**src/rtl/arb_pkg.sv**
```systemverilog
package arb_pkg;

  typedef enum logic [1:0] {
    CFG_SEL    = 2'd0,
    CFG_CAP    = 2'd1,
    CFG_PERIOD = 2'd2,
    CFG_QUOTA  = 2'd3
  } cfg_reg_e;

  function automatic int dflt_cap(input int agent);
    return (agent < 3) ? 31 : 4;
  endfunction

  function automatic int dflt_quota(input int agent);
    return (agent == 1 || agent == 2) ? 16 : 4;
  endfunction

  function automatic int dflt_period(input int agent);
    return (agent >= 0) ? 255 : 0;
  endfunction

endpackage

```
**src/rtl/arb_cfg_regs.sv**
```systemverilog
module arb_cfg_regs
  import arb_pkg::*;
#(
  parameter int N_AGENTS = 5,
  parameter int CFG_W    = 8,
  parameter int CAP_W    = 5,
  parameter int PERIOD_W = 8,
  parameter int QUOTA_W  = 5
) (
  input  logic                               clk,
  input  logic                               rst_n,
  input  logic                               wr_i,
  input  logic [1:0]                         addr_i,
  input  logic [CFG_W-1:0]                   wdata_i,
  output logic [N_AGENTS-1:0][CAP_W-1:0]     cap_o,
  output logic [N_AGENTS-1:0][PERIOD_W-1:0]  period_o,
  output logic [N_AGENTS-1:0][QUOTA_W-1:0]   quota_o
);

  logic [CFG_W-1:0] sel_q, sel_d;
  logic             wr_sel, wr_cap, wr_per, wr_quo;

  always_comb begin
    wr_sel = wr_i && (addr_i == CFG_SEL);
    wr_cap = wr_i && (addr_i == CFG_CAP);
    wr_per = wr_i && (addr_i == CFG_PERIOD);
    wr_quo = wr_i && (addr_i == CFG_QUOTA);
    sel_d  = wr_sel ? wdata_i : sel_q;
  end

  always_ff @(posedge clk or negedge rst_n) begin
    if (!rst_n) sel_q <= '0;
    else        sel_q <= sel_d;
  end

  for (genvar i = 0; i < N_AGENTS; i++) begin : g_agent
    localparam logic [CFG_W-1:0] CAP_SEL = CFG_W'(i * CAP_W);
    localparam logic [CFG_W-1:0] PER_SEL = CFG_W'(i * PERIOD_W);
    localparam logic [CFG_W-1:0] QUO_SEL = CFG_W'(i * QUOTA_W);

    logic [CAP_W-1:0]    cap_q, cap_d;
    logic [PERIOD_W-1:0] per_q, per_d;
    logic [QUOTA_W-1:0]  quo_q, quo_d;

    always_comb begin
      cap_d = (wr_cap && sel_q == CAP_SEL) ? wdata_i[CAP_W-1:0]    : cap_q;
      per_d = (wr_per && sel_q == PER_SEL) ? wdata_i[PERIOD_W-1:0] : per_q;
      quo_d = (wr_quo && sel_q == QUO_SEL) ? wdata_i[QUOTA_W-1:0]  : quo_q;
    end

    always_ff @(posedge clk or negedge rst_n) begin
      if (!rst_n) begin
        cap_q <= CAP_W'(dflt_cap(i));
        per_q <= PERIOD_W'(dflt_period(i));
        quo_q <= QUOTA_W'(dflt_quota(i));
      end else begin
        cap_q <= cap_d;
        per_q <= per_d;
        quo_q <= quo_d;
      end
    end

    assign cap_o[i]    = cap_q;
    assign period_o[i] = per_q;
    assign quota_o[i]  = quo_q;
  end

endmodule

```
**src/rtl/arb_period_timer.sv**
```systemverilog
module arb_period_timer #(
  parameter int PERIOD_W = 8,
  localparam int TMR_W   = PERIOD_W + 2
) (
  input  logic                clk,
  input  logic                rst_n,
  input  logic                clr_i,
  input  logic [PERIOD_W-1:0] period_i,
  output logic                overdue_o
);

  localparam logic [TMR_W-1:0] TMR_MAX = '1;

  logic [TMR_W-1:0] cnt_q, cnt_d;
  logic             cnt_en;

  always_comb begin
    cnt_en    = clr_i || (cnt_q != TMR_MAX);
    cnt_d     = clr_i ? '0 : cnt_q + TMR_W'(1);
    overdue_o = cnt_q >= {period_i, 2'b00};
  end

  always_ff @(posedge clk or negedge rst_n) begin
    if (!rst_n)      cnt_q <= '0;
    else if (cnt_en) cnt_q <= cnt_d;
  end

endmodule

```
**src/rtl/arb_rr_pick.sv**
```systemverilog
module arb_rr_pick #(
  parameter int N_AGENTS = 5,
  localparam int IDX_W   = $clog2(N_AGENTS)
) (
  input  logic [N_AGENTS-1:0] mask_i,
  input  logic [IDX_W-1:0]    last_i,
  output logic                found_o,
  output logic [IDX_W-1:0]    idx_o
);

  always_comb begin
    found_o = 1'b0;
    idx_o   = '0;
    for (int k = N_AGENTS; k >= 1; k--) begin
      int j;
      j = (int'(last_i) + k) % N_AGENTS;
      if (mask_i[j]) begin
        found_o = 1'b1;
        idx_o   = IDX_W'(j);
      end
    end
  end

endmodule

```
**src/rtl/mem_req_arbiter.sv**
```systemverilog
module mem_req_arbiter
  import arb_pkg::*;
#(
  parameter int N_AGENTS = 5,
  parameter int CMD_W    = 16,
  parameter int CFG_W    = 8,
  parameter int CAP_W    = 5,
  parameter int PERIOD_W = 8,
  parameter int QUOTA_W  = 5
) (
  input  logic                            clk,
  input  logic                            rst_n,
  input  logic                            cfg_wr,
  input  logic [1:0]                      cfg_addr,
  input  logic [CFG_W-1:0]                cfg_wdata,
  input  logic [N_AGENTS-1:0]             req,
  input  logic [N_AGENTS-1:0][CMD_W-1:0]  cmd_in,
  input  logic                            cmd_ready,
  output logic [N_AGENTS-1:0]             gnt,
  output logic                            cmd_valid,
  output logic [CMD_W-1:0]                cmd_out
);

  localparam int IDX_W  = $clog2(N_AGENTS);
  localparam int HOLD_W = (CAP_W > QUOTA_W) ? CAP_W : QUOTA_W;
  localparam logic [IDX_W-1:0] LAST_INIT = IDX_W'(N_AGENTS - 1);

  // reset: asserted at once, released after two clock edges
  logic rst_s1_q, rst_sync_n;
  always_ff @(posedge clk or negedge rst_n) begin
    if (!rst_n) begin
      rst_s1_q   <= 1'b0;
      rst_sync_n <= 1'b0;
    end else begin
      rst_s1_q   <= 1'b1;
      rst_sync_n <= rst_s1_q;
    end
  end

  logic [N_AGENTS-1:0][CAP_W-1:0]    cap_a;
  logic [N_AGENTS-1:0][PERIOD_W-1:0] period_a;
  logic [N_AGENTS-1:0][QUOTA_W-1:0]  quota_a;
  logic [N_AGENTS-1:0]               overdue;

  arb_cfg_regs #(
    .N_AGENTS(N_AGENTS), .CFG_W(CFG_W), .CAP_W(CAP_W),
    .PERIOD_W(PERIOD_W), .QUOTA_W(QUOTA_W)
  ) u_cfg (
    .clk(clk), .rst_n(rst_sync_n), .wr_i(cfg_wr), .addr_i(cfg_addr),
    .wdata_i(cfg_wdata), .cap_o(cap_a), .period_o(period_a), .quota_o(quota_a)
  );

  logic [N_AGENTS-1:0] gnt_q, gnt_d;
  logic [IDX_W-1:0]    gidx_q, gidx_d, last_q, last_d;
  logic [HOLD_W-1:0]   cnt_q, cnt_d, lim_q, lim_d;

  for (genvar i = 0; i < N_AGENTS; i++) begin : g_tmr
    arb_period_timer #(.PERIOD_W(PERIOD_W)) u_tmr (
      .clk(clk), .rst_n(rst_sync_n), .clr_i(gnt_q[i]),
      .period_i(period_a[i]), .overdue_o(overdue[i])
    );
  end

  logic                req_g, hs, done, rearb, found;
  logic [N_AGENTS-1:0] urgent, pick_mask;
  logic [IDX_W-1:0]    pick_idx;
  logic [HOLD_W-1:0]   cap_x, quo_x, hold_raw, hold_new;
  logic [HOLD_W:0]     cnt_inc;
  logic                state_en;

  arb_rr_pick #(.N_AGENTS(N_AGENTS)) u_pick (
    .mask_i(pick_mask), .last_i(last_q), .found_o(found), .idx_o(pick_idx)
  );

  always_comb begin
    req_g     = |(req & gnt_q);
    hs        = req_g && cmd_ready;
    cnt_inc   = {1'b0, cnt_q} + (HOLD_W+1)'(1);
    done      = hs && (cnt_inc >= {1'b0, lim_q});
    rearb     = !req_g || done;
    urgent    = req & overdue;
    pick_mask = (|urgent) ? urgent : req;
    cap_x     = HOLD_W'(cap_a[pick_idx]);
    quo_x     = HOLD_W'(quota_a[pick_idx]);
    hold_raw  = (cap_x < quo_x) ? cap_x : quo_x;
    hold_new  = (hold_raw == '0) ? HOLD_W'(1) : hold_raw;
    state_en  = rearb || hs;

    gnt_d  = gnt_q;
    gidx_d = gidx_q;
    last_d = last_q;
    cnt_d  = cnt_q;
    lim_d  = lim_q;
    if (rearb) begin
      if (found) begin
        gnt_d  = N_AGENTS'(1) << pick_idx;
        gidx_d = pick_idx;
        last_d = pick_idx;
        cnt_d  = '0;
        lim_d  = hold_new;
      end else begin
        gnt_d = '0;
      end
    end else if (hs) begin
      cnt_d = cnt_inc[HOLD_W-1:0];
    end
  end

  always_ff @(posedge clk or negedge rst_sync_n) begin
    if (!rst_sync_n) begin
      gnt_q  <= '0;
      gidx_q <= '0;
      last_q <= LAST_INIT;
      cnt_q  <= '0;
      lim_q  <= HOLD_W'(1);
    end else if (state_en) begin
      gnt_q  <= gnt_d;
      gidx_q <= gidx_d;
      last_q <= last_d;
      cnt_q  <= cnt_d;
      lim_q  <= lim_d;
    end
  end

  assign gnt       = gnt_q;
  assign cmd_valid = req_g;
  assign cmd_out   = (|gnt_q) ? cmd_in[gidx_q] : '0;

  AST_GNT_ONEHOT: assert property (@(posedge clk) disable iff (!rst_sync_n)
    $onehot0(gnt));
  AST_IDLE_ZERO: assert property (@(posedge clk) disable iff (!rst_sync_n)
    (req == '0) |=> (gnt == '0));
  AST_GNT_HOLD: assert property (@(posedge clk) disable iff (!rst_sync_n)
    (cmd_valid && !cmd_ready) |=> $stable(gnt));
  AST_HOLD_BOUND: assert property (@(posedge clk) disable iff (!rst_sync_n)
    (gnt != '0) |-> (cnt_q < lim_q));
  AST_URGENT_WIN: assert property (@(posedge clk) disable iff (!rst_sync_n)
    (rearb && (urgent != '0)) |=> ((gnt & $past(urgent)) != '0));

endmodule

```
**config.mk**
```make
export PLATFORM = sky130hd
export DESIGN_NAME = mem_req_arbiter
export DESIGN_NICKNAME = d
export VERILOG_FILES = /design/src/rtl/arb_pkg.sv /design/src/rtl/arb_cfg_regs.sv /design/src/rtl/arb_period_timer.sv /design/src/rtl/arb_rr_pick.sv /design/src/rtl/mem_req_arbiter.sv
export SDC_FILE = /design/constraint.sdc
export NUM_CORES = 1
export LEC_CHECK = 0
export ABC_AREA = 1
export BUFFER_PORTS_ARGS = -buffer_cell sky130_fd_sc_hd__clkbuf_2
export CAP_MARGIN = 20
export CORE_MARGIN = 2
export CORE_UTILIZATION = 46
export DETAILED_ROUTE_END_ITERATION = 8
export GPL_TIMING_DRIVEN = 0
export SLEW_MARGIN = 30
export SYNTH_ARGS = -nofsm -noshare
export SYNTH_HDL_FRONTEND = slang
export SYNTH_HIERARCHICAL = 1
export SYNTH_SLANG_ARGS = --single-unit
```
**constraint.sdc**
```tcl
create_clock -name clk -period 8.5 [get_ports clk]
set_input_delay 1.275 -clock clk [delete_from_list [all_inputs] [get_ports clk]]
set_output_delay 1.275 -clock clk [all_outputs]
set_load 0.02 [all_outputs]
```
==> impl_metrics.csv, run 1 <==
group,metric,value,unit
synthesis,netlist_instances,1729,
finish,fin_util,52.72,%
die,start_util,46.47,%
pwr,vdd_drop_max,0.2589,mV
setup_path,cpLargestDelayFamily,"simple AND/OR/NAND/NOR gates",
hold_path,worst_hold_path_type,"reg2async",
detailed_routing,via_per_inst,5.156,
sta,max_slew_margin,46.65,%
synthesis,synth_xor_area_share,1.186,%
status,status,"finished clean",
synthesis,muxShareOfSynthArea,0,%
detailed_routing,ant_nets,0,
sta,fin_tns_setup,0,ns
setup_path,path_buf_inv,7,
synthesis,async_flop_share,100.0,%
finish,layout_common_cells,"516 x nand2_1, 206 x inv_1, 174 x nand3_1, 145 x nor2_1, 116 x clkbuf_2",
clock_tree,clk_pin_slew_worst_paths,0.08,ns
die,die_area,28400,µm²
clock_tree,htreeDepth,4,
clock_tree,cts_hold_buf,0,
sta,fmaxAchievable,156.4,MHz
synthesis,synthesis.nets,1914,
sta,period_share,75.22,%
setup_path,r2r_slack,2.11,ns
detailed_routing,dr.pass1.iters,6,
synthesis,syn_area,12450,µm²
sta,rsz0062_at_grt,"false",
pwr,powerDensity,316.1,nW/µm²
synthesis,synth_top_family_by_area,"simple AND/OR/NAND/NOR gates",
clock_tree,cts.sinks,169,
clock_tree,cts_buffer_depth,2,
setup_path,endpoint,"lim_q[0]",
clock_tree,insertion_delay,0.44,ns
synthesis,ys_seq_area_share,34.60,%
synthesis,ys_types,53,
run,cap_violations,0,
clock_tree,ctsResizeCount,0,
setup_path,crit_start,"gidx_q[0]",
synthesis,synthAdderAreaFrac,8.641,%
die,die_height,168.5,µm
global_route,grt_pass1_wl,54.34,mm
die,die_width,168.5,µm
sta,setup_viol,0,
detailed_routing,drt_iter0_markers,785,
setup_path,critPathKind,"reg2reg",
synthesis,syn_area_per_cell,7.203,µm²
setup_path,max_stage_delay,0.58,ns
placed_design,port_buffers,115,
clock_tree,cts_tree,"done",
setup_path,arrival,6.77,ns
clock_tree,cts_buffers,17,
sta,slew_violations,0,
global_route,grt_max_degree,48,
setup_path,r2r-start,"gidx_q[0]",
detailed_routing,vias,11462,
pwr,leakage,7.519,nW
setup_path,cp_slowest_cell,"dfrtp_1",
global_route,overflow,0,
global_route,antenna_found_initial,2,
synthesis,synth_top_area_share,21.10,%
synthesis,yosys.area.top_type,"dfrtp_1",
setup_path,r2r_end,"lim_q[0]",
synthesis,synth-seq-cells,169,
finish,syn_to_final_growth,13.46,%
placed_design,place_ws,2.171,ns
finish,drive_above_1_share,18.72,%
placed_design,gp_congestion,0.8702,
sta,worstMarginPinSlew,0.7919,ns
finish,nFillCells,2665,
sta,fin_hold_ws,0.2492,ns
finish,seqCellArea,4313,µm²
setup_path,r2r_cells,39,
sta,hold_viol_final,0,
setup_path,worstSetupStartpointType,"flop",
setup_path,crit_top_cell,"nand2_1",
sta,period_needed,6.394,ns
synthesis,yosys_warnings,6,
global_route,grt_usage,23.54,%
sta,fin_worst_skew,0.01668,ns
setup_path,endpoint_kind,"flop",
die,core,26800,µm²
sta,layout_setup_ws,2.106,ns
setup_path,path_depth,39,
synthesis,yosys-top-cells-area,"dfrtp_1 21%, nand2_1 16%, dfstp_2 14%",
detailed_routing,wl_per_cell,14.76,µm
placed_design,dp_hpwl,24.93,mm
setup_path,required,8.88,ns
finish,layout.nets,2052,
setup_path,crit_path_max_fanout,11,
clock_tree,cts_setup_buffers,0,
synthesis,synth_simple_gate_area_share,36.60,%
detailed_routing,routed_wl,32.82,mm
synthesis,synth_edf_count,0,
global_route,first_global_vias,10892,
synthesis,synth_compound_area_share,10.18,%
synthesis,synth_ff_type,"dfrtp_1",
clock_tree,clockRootBuffer,"clkbuf_16",
detailed_routing,drc_errors,0,
die,num_rows,60,
finish,layout_commonest_cell,"nand2_1",
finish,multi_input_area,7053,µm²
die,ios,121,
## cells in the mapped netlist (all sizes together) (3+ instances only)
cell / count
o211ai: 16
nand2: 566
buf: 21
ha: 86
o21ai: 96
nor3: 18
xor2: 15
a22o: 4
o21bai: 10
or2: 3
and3: 5
o22ai: 4
dfrtp: 105
nand3b: 7
a21oi: 40
o31ai: 5
nor2: 166
o32ai: 16
inv: 218
nand4: 37
o21a: 5
dfstp: 64
clkbuf: 33
nand3: 180
## worst min path at each step
stage | to | startpoint | slack, ns | cells past startpoint
final | u_cfg/g_agent[3].cap_q[1] | rst_sync_n | 0.25 | 0
after global routing | u_cfg/g_agent[3].cap_q[1] | rst_sync_n | 0.30 | 0
after CTS | u_cfg/g_agent[3].cap_q[1] | rst_sync_n | 0.27 | 0
after detailed placement | u_cfg/g_agent[3].cap_q[1] | rst_sync_n | 0.26 | 0
after global placement | rst_sync_n | rst_s1_q | 0.33 | 0
after floorplan | rst_sync_n | rst_s1_q | 0.33 | 0
## state kept, by name, indices dropped and copies added (netlist names)
signal / flops
gidx_q: 3
u_cfg/sel_q: 8
g_tmr.u_tmr/cnt_q: 50
last_q: 1
rst_sync_n: 1
rst_s1_q: 1
u_cfg/g_agent.per_q: 40
cnt_q: 5
u_cfg/g_agent.quo_q: 25
lim_q: 5
gnt: 5
u_cfg/g_agent.cap_q: 25
## metrics by stage
stage               cell area [µm²]  cells  total power [W]
global placement              13460   2185         0.003663
finish                        14130   2223         0.004466
global route                  14130   2223         0.004896
floorplan                     12450   1729         0.003033
detailed placement            13550   2189         0.003693
CTS                           14120   2221         0.004494
## worst reg2reg max path, delay by kind of cell, from the launching register on
family	cells	cell delay (ns)
adder cells (fa/ha/maj)	4	1.22
XOR/XNOR	1	0.32
flip-flops	1	0.58
AO/OA/AOI/OAI	6	1.11
buffers and inverters	7	1.02
AND/OR/NAND/NOR	21	2.09
## layer usage
metal	wire length [µm]	up-vias	part of all wire (%)	GRT usage (%)
met2	15380	214	47	38.92
met1	15760	5355	48	32.79
met4	389	0	1.2	5.435
li1	-	5871	-	-
met5	0	-	0	0
met3	1296	22	3.9	3.414
## where the power goes
group          internal (W)  switching, W
clock network      0.000392      0.000380
logic              0.000868       0.00179
registers          0.000903      0.000135
total               0.00216       0.00230
## logic make-up after synthesis
group,Yosys count
adders and majority gates,86
xor gates and xnor gates,16
buffers and inverters,274
DFF,169
AOI/OAI and AO/OA,201
other,1
and+or+nand+nor,982
## cell type report
| class | instances | area share (%) |
|---|---|---|
| inverters | 220 | 5.951 |
| clock inverters | 14 | 1.054 |
| diodes | 2 | 0.03542 |
| flip-flops and latches | 169 | 30.52 |
| clock buffers | 18 | 3.037 |
| well taps | 341 | 3.020 |
| plain buffers | 54 | 1.771 |
| multi-input cells | 1286 | 49.92 |
| repair buffers | 119 | 4.693 |
(Power assumes the default switching activity.)
==> inputs of run 2 (changes only) <==
- PLACE_DENSITY: not set -> 0.67
- clock period: 8.5 -> 5.63 ns (I/O delays scaled with it)
==> run 2 against run 1 <==
Against the previous run: clock skew grew 0.0078 ns; setup slack got worse by 1.8 ns; clock power is 54% higher; sequential cell count stayed put; die area unchanged; clock-buffer cell count decreased by 1; sequential share of layout area fell by 1.3 points; register-to-register slack worse by 1.8 ns; non-clock buffer count up 35; power increased by 76%; critical path depth fell by 2; cell area grew 4.3%; highest routed layer unchanged.
==> impl_metrics.csv, run 2 (synthesis gave the netlist of run 1 again) <==
group,metric,value,unit
detailed_routing,via_per_inst,5.268,
placed_design,port_buffers,115,
sta,fin_hold_ws,0.1637,ns
finish,reg_top3,"g_tmr.u_tmr/cnt_q (50), u_cfg/g_agent.per_q (40)",
sta,period_share,94.37,%
detailed_routing,ant_nets,0,
status,status,"finished clean",
clock_tree,clockRootBuffer,"clkbuf_16",
finish,largest_reg_flops,50,
sta,fmaxAchievable,188.2,MHz
global_route,antenna_found_initial,0,
setup_path,endpoint_kind,"flop",
detailed_routing,wl_per_cell,14.70,µm
sta,setup_viol,0,
pwr,power_frac_seq,19.8,%
finish,layout_common_cells,"504 x nand2_1, 202 x inv_1, 171 x nand3_1, 143 x nor2_1, 116 x clkbuf_2",
die,num_rows,60,
pwr,leakage,7.737,nW
pwr,switchingPower,0.003907,W
detailed_routing,dr.pass1.iters,7,
setup_path,crit_top_cell,"nand2_1",
clock_tree,cts_hold_buf,0,
finish,regMostFlops,"g_tmr.u_tmr/cnt_q",
finish,layout.nets,2088,
finish,layout_commonest_cell,"nand2_1",
sta,slew_violations,0,
setup_path,arrival,5.69,ns
global_route,overflow,0,
clock_tree,clk_pin_slew_worst_paths,0.09,ns
sta,max_slew_margin,54.41,%
clock_tree,cts.sinks,169,
setup_path,required,6.01,ns
setup_path,worstSetupStartpointType,"flop",
setup_path,critPathKind,"reg2reg",
die,start_util,46.47,%
pwr,vdd_drop_max,0.4532,mV
detailed_routing,drc_errors,0,
detailed_routing,drt_iter0_markers,843,
clock_tree,cts_buffer_depth,2,
clock_tree,insertion_delay,0.44,ns
die,die_width,168.5,µm
clock_tree,cts_buffers,17,
sta,fin_worst_skew,0.02447,ns
setup_path,max_stage_delay,0.60,ns
clock_tree,cts_tree,"done",
pwr,clock_power_share,15.1,%
pwr,powerDensity,533.1,nW/µm²
setup_path,crit_path_max_fanout,6,
die,die_area,28400,µm²
detailed_routing,vias,11890,
die,die_height,168.5,µm
finish,syn_to_final_growth,18.40,%
pwr,p_sw_share,49.71,%
run,cap_violations,0,
sta,period_needed,5.313,ns
die,core,26800,µm²
placed_design,place_inst,2189,
die,ios,121,
clock_tree,htreeDepth,4,
hold_path,worst_hold_path_type,"in2async",
pwr,intPower,0.003953,W
detailed_routing,routed_wl,33.19,mm
setup_path,cp_slowest_cell,"dfstp_2",
global_route,first_global_vias,11009,
placed_design,dp_hpwl,24.54,mm
global_route,grt_pass1_wl,54.12,mm
pwr,combPwrFrac,65.2,%
global_route,grt_usage,23.29,%
global_route,grt_max_degree,49,
placed_design,gp_congestion,0.8669,
sta,worstMarginPinSlew,0.6839,ns
finish,drive_above_1_share,22.86,%
finish,num_antenna_cells,0,
sta,hold_viol_final,0,
finish,final_cell_count_no_fill,2257,
run 2: cell types whose count changed in the layout (fill, tap and decap cells not counted), moves of 4 or more:
cell | previous run | this run
buf_4 | 1 | 32
xor2_1 | 14 | 10
ha_2 | 0 | 4
nand2_1 | 516 | 504
inv_1 | 206 | 202
ha_4 | 0 | 6
nand2_2 | 34 | 45
ha_1 | 86 | 76
o21ai_0 | 70 | 65
run 2: layout make-up:
| cell class | count | area, µm² |
|---|---|---|
| Sequential cell | 169 | 4315 |
| Fill cell | 2542 | 12060 |
| Clock buffer | 17 | 425.4 |
| Multi-Input combinational cell | 1287 | 7325 |
| Clock inverter | 15 | 171.4 |
| Timing Repair Buffer | 154 | 958.4 |
| Inverter | 220 | 857.1 |
| Tap cell | 341 | 426.7 |
| Buffer | 54 | 265.3 |
run 2: metal layers:
layer	GRT usage (%)	up-vias	share of wire (%)
met5	0	-	0
met1	32.13	5595	46
li1	-	5944	-
met4	6.222	0	1.7
met2	38.24	304	47
met3	3.741	47	5.1
run 2: worst paths after layout:
path	startpoint	end	slack [ns]	cells after the start
worst max-delay path	last_q[2]	lim_q[0]	0.32	37
worst min-delay path	rst_n	rst_sync_n	0.16	1
worst max register to register	last_q[2]	lim_q[0]	0.32	37
worst min register to register	rst_sync_n	u_cfg/g_agent[3].cap_q[1]	0.26	0
max in group asynchronous	rst_sync_n	u_cfg/g_agent[4].per_q[3]	4.22	3
min in group clk	rst_s1_q	rst_sync_n	0.36	0
run 2: what timing repair did:
action	in CTS	in global routing
setup buffers	17	18
setup endpoints to repair	5	5
gates cloned	0	1
gates resized for setup	18	56
pin swaps	4	31
run 2: worst max-delay path, delay by kind of cell, from the launching register on:
kind	cells	cell delay (ns)
compound gates	7	1.25
xor+xnor	1	0.20
fa+ha+maj	3	0.71
buf+inv	6	0.61
flops	1	0.60
simple gates	20	1.87
run 2: through the flow:
stage	area (µm²)	power, W	util, %	setup slack [ns]	TNS [ns]
2_1_floorplan	12450	0.004579	-	0.4009	0
3_3_place_gp	13460	0.005503	50.21	-1.571	-163.04
3_5_place_dp	13550	0.005592	50.55	-0.8004	-3.499
4_1_cts	14330	0.007238	53.48	0.03082	0
5_1_grt	14740	0.008482	55.01	-0.04883	-0.04883
6_report	14740	0.007859	55.01	0.3170	0
run 2: power by group through the flow:
stage / sequential (W) / clock (W) / combinational (W)
global placement: 0.00161 / 0 / 0.00390
floorplan: 0.00155 / 0 / 0.00302
global route: 0.00158 / 0.00126 / 0.00564
CTS: 0.00155 / 0.00121 / 0.00447
detailed placement: 0.00159 / 0 / 0.00400
finish: 0.00155 / 0.00119 / 0.00512
==> inputs of run 3 (changes only) <==
- PLACE_DENSITY: 0.67 -> 0.73
==> run 3 against run 2 <==
Against the previous run: sequential cell count stayed put; combinational power is 3% higher; critical path type unchanged; core utilization is 0.82 points higher; largest cell class unchanged; non-clock buffer count is 11 higher; first-iteration DRC count is 2.1% higher; sequential share of layout area is 0.43 points lower; clock skew is 0.0082 ns lower; via count is 0.95% higher; maximum frequency is 1.4% lower.
==> impl_metrics.csv, run 3 (synthesis gave the netlist of run 1 again) <==
group,metric,value,unit
sta,period_needed,5.389,ns
clock_tree,cts.sinks,169,
detailed_routing,ant_nets,0,
sta,period_share,95.72,%
detailed_routing,vias,12003,
clock_tree,htreeDepth,4,
global_route,overflow,0,
global_route,top_usage_layer,"met2",
die,core,26800,µm²
placed_design,placement.cell_area,13540,µm²
clock_tree,cts_buffers,17,
finish,layout_commonest_cell,"nand2_1",
setup_path,worstSetupStartpointType,"flop",
die,die_width,168.5,µm
hold_path,worst_hold_path_type,"in2async",
die,num_rows,60,
finish,fin_util,55.84,%
clock_tree,cts_hold_buf,0,
placed_design,dp_hpwl,24.20,mm
finish,fin_area,14960,µm²
die,die_height,168.5,µm
pwr,powerDensity,534.6,nW/µm²
detailed_routing,drt_iter0_markers,861,
clock_tree,cts_buffer_depth,2,
die,ios,121,
sta,hold_viol_final,0,
status,status,"finished clean",
sta,worstMarginPinSlew,0.6413,ns
sta,fin_worst_skew,0.01630,ns
clock_tree,cts_tree,"done",
die,start_util,46.47,%
finish,num_antenna_cells,0,
setup_path,cp_slowest_cell,"dfrtp_2",
placed_design,port_buffers,115,
setup_path,crit_path_max_fanout,6,
global_route,first_global_vias,11086,
placed_design,place_inst,2188,
setup_path,arrival,5.75,ns
finish,reg_top3,"g_tmr.u_tmr/cnt_q (50), u_cfg/g_agent.per_q (40)",
setup_path,critPathKind,"reg2reg",
detailed_routing,dr.pass1.iters,8,
global_route,grt_pass1_wl,53.36,mm
global_route,antenna_found_initial,0,
finish,drive_above_1_share,24.56,%
detailed_routing,wl_per_cell,14.66,µm
finish,layout.nets,2098,
global_route,grt_usage,22.80,%
global_route,met2_usage,37.93,%
sta,setup_viol,0,
sta,fin_hold_ws,0.1809,ns
setup_path,crit_top_cell,"nand2_1",
detailed_routing,routed_wl,33.23,mm
clock_tree,clk_pin_slew_worst_paths,0.07,ns
clock_tree,insertion_delay,0.43,ns
pwr,vdd_drop_max,0.7011,mV
clock_tree,clockRootBuffer,"clkbuf_16",
finish,final_cell_count_no_fill,2267,
pwr,power,0.008000,W
global_route,grtUsageMet3,3.086,%
finish,syn_to_final_growth,20.17,%
placed_design,gp_congestion,0.9133,
sta,fmaxAchievable,185.6,MHz
detailed_routing,via_per_inst,5.295,
finish,regMostFlops,"g_tmr.u_tmr/cnt_q",
setup_path,max_stage_delay,0.41,ns
setup_path,endpoint_kind,"flop",
setup_path,required,5.99,ns
finish,largest_reg_flops,50,
detailed_routing,drc_errors,0,
global_route,met1_usage,31.55,%
global_route,grt_max_degree,50,
finish,layout_common_cells,"493 x nand2_1, 199 x inv_1, 169 x nand3_1, 140 x nor2_1, 115 x clkbuf_2",
die,die_area,28400,µm²
pwr,leakage,7.805,nW
sta,max_slew_margin,57.24,%
run,cap_violations,0,
sta,slew_violations,0,
run 3: cell types whose count changed in the layout (fill, tap and decap cells not counted), moves of 4 or more:
cell	delta
buf_4	+9
ha_1	-5
nand2_1	-11
nand2_2	+8
ha_4	+4
run 3: through the flow:
stage | setup TNS (ns) | setup WS [ns]
floorplan | 0 | 0.4009
global placement | -147.96 | -1.423
detailed placement | -3.172 | -0.7582
CTS | 0 | 0.01124
global route | -0.5648 | -0.1753
finish | 0 | 0.2412
run 3: worst paths after layout:
path,startpoint,end,slack (ns),cells past startpoint
max,gidx_q[1],lim_q[0],0.24,44
min,rst_n,rst_sync_n,0.18,1
min reg2reg,rst_sync_n,u_cfg/g_agent[3].cap_q[1],0.27,0
max reg2reg,gidx_q[1],lim_q[0],0.24,44
min in group clk,rst_s1_q,rst_sync_n,0.36,0
max in group asynchronous,rst_sync_n,u_cfg/g_agent[4].per_q[2],4.12,3
run 3: what timing repair did:
item                                    in CTS  in global routing
buffers inserted                            12                 35
pin swaps                                    3                 45
resized for setup                           14                 92
endpoints found under the hold margin        0                  0
endpoints found under the setup margin       5                  5
run 3: final cells by class:
| class | instances | area (µm²) |
|---|---|---|
| Sequential cell | 169 | 4315 |
| Timing Repair Buffer | 165 | 1064 |
| Clock buffer | 19 | 442.9 |
| Buffer | 54 | 260.3 |
| Tap cell | 341 | 426.7 |
| Clock inverter | 13 | 147.6 |
| Inverter | 220 | 859.6 |
| Fill cell | 2468 | 11840 |
| Multi-Input combinational cell | 1286 | 7448 |
run 3: report_power, final:
group	switching, W	leakage [nW]	internal [W]
sequential	0.000188	2.04	0.00137
combinational	0.00319	5.48	0.00208
clock	0.000505	0.281	0.000670
run 3: critical path, delay by kind of cell, from the launching register on:
kind	cells	cell delay (ns)
AOI/OAI and AO/OA	3	0.39
and+or+nand+nor	26	2.26
buffers and inverters	10	1.01
adders and majority gates	4	1.02
DFF	1	0.41
xor gates and xnor gates	1	0.20
run 3: layer usage:
metal | vias to the layer above | wire length [µm] | share of wire [%]
met2 | 351 | 15960 | 48
met5 | - | 0 | 0
met3 | 48 | 1924 | 5.8
li1 | 5963 | - | -
met1 | 5641 | 14810 | 45
met4 | 0 | 526 | 1.6
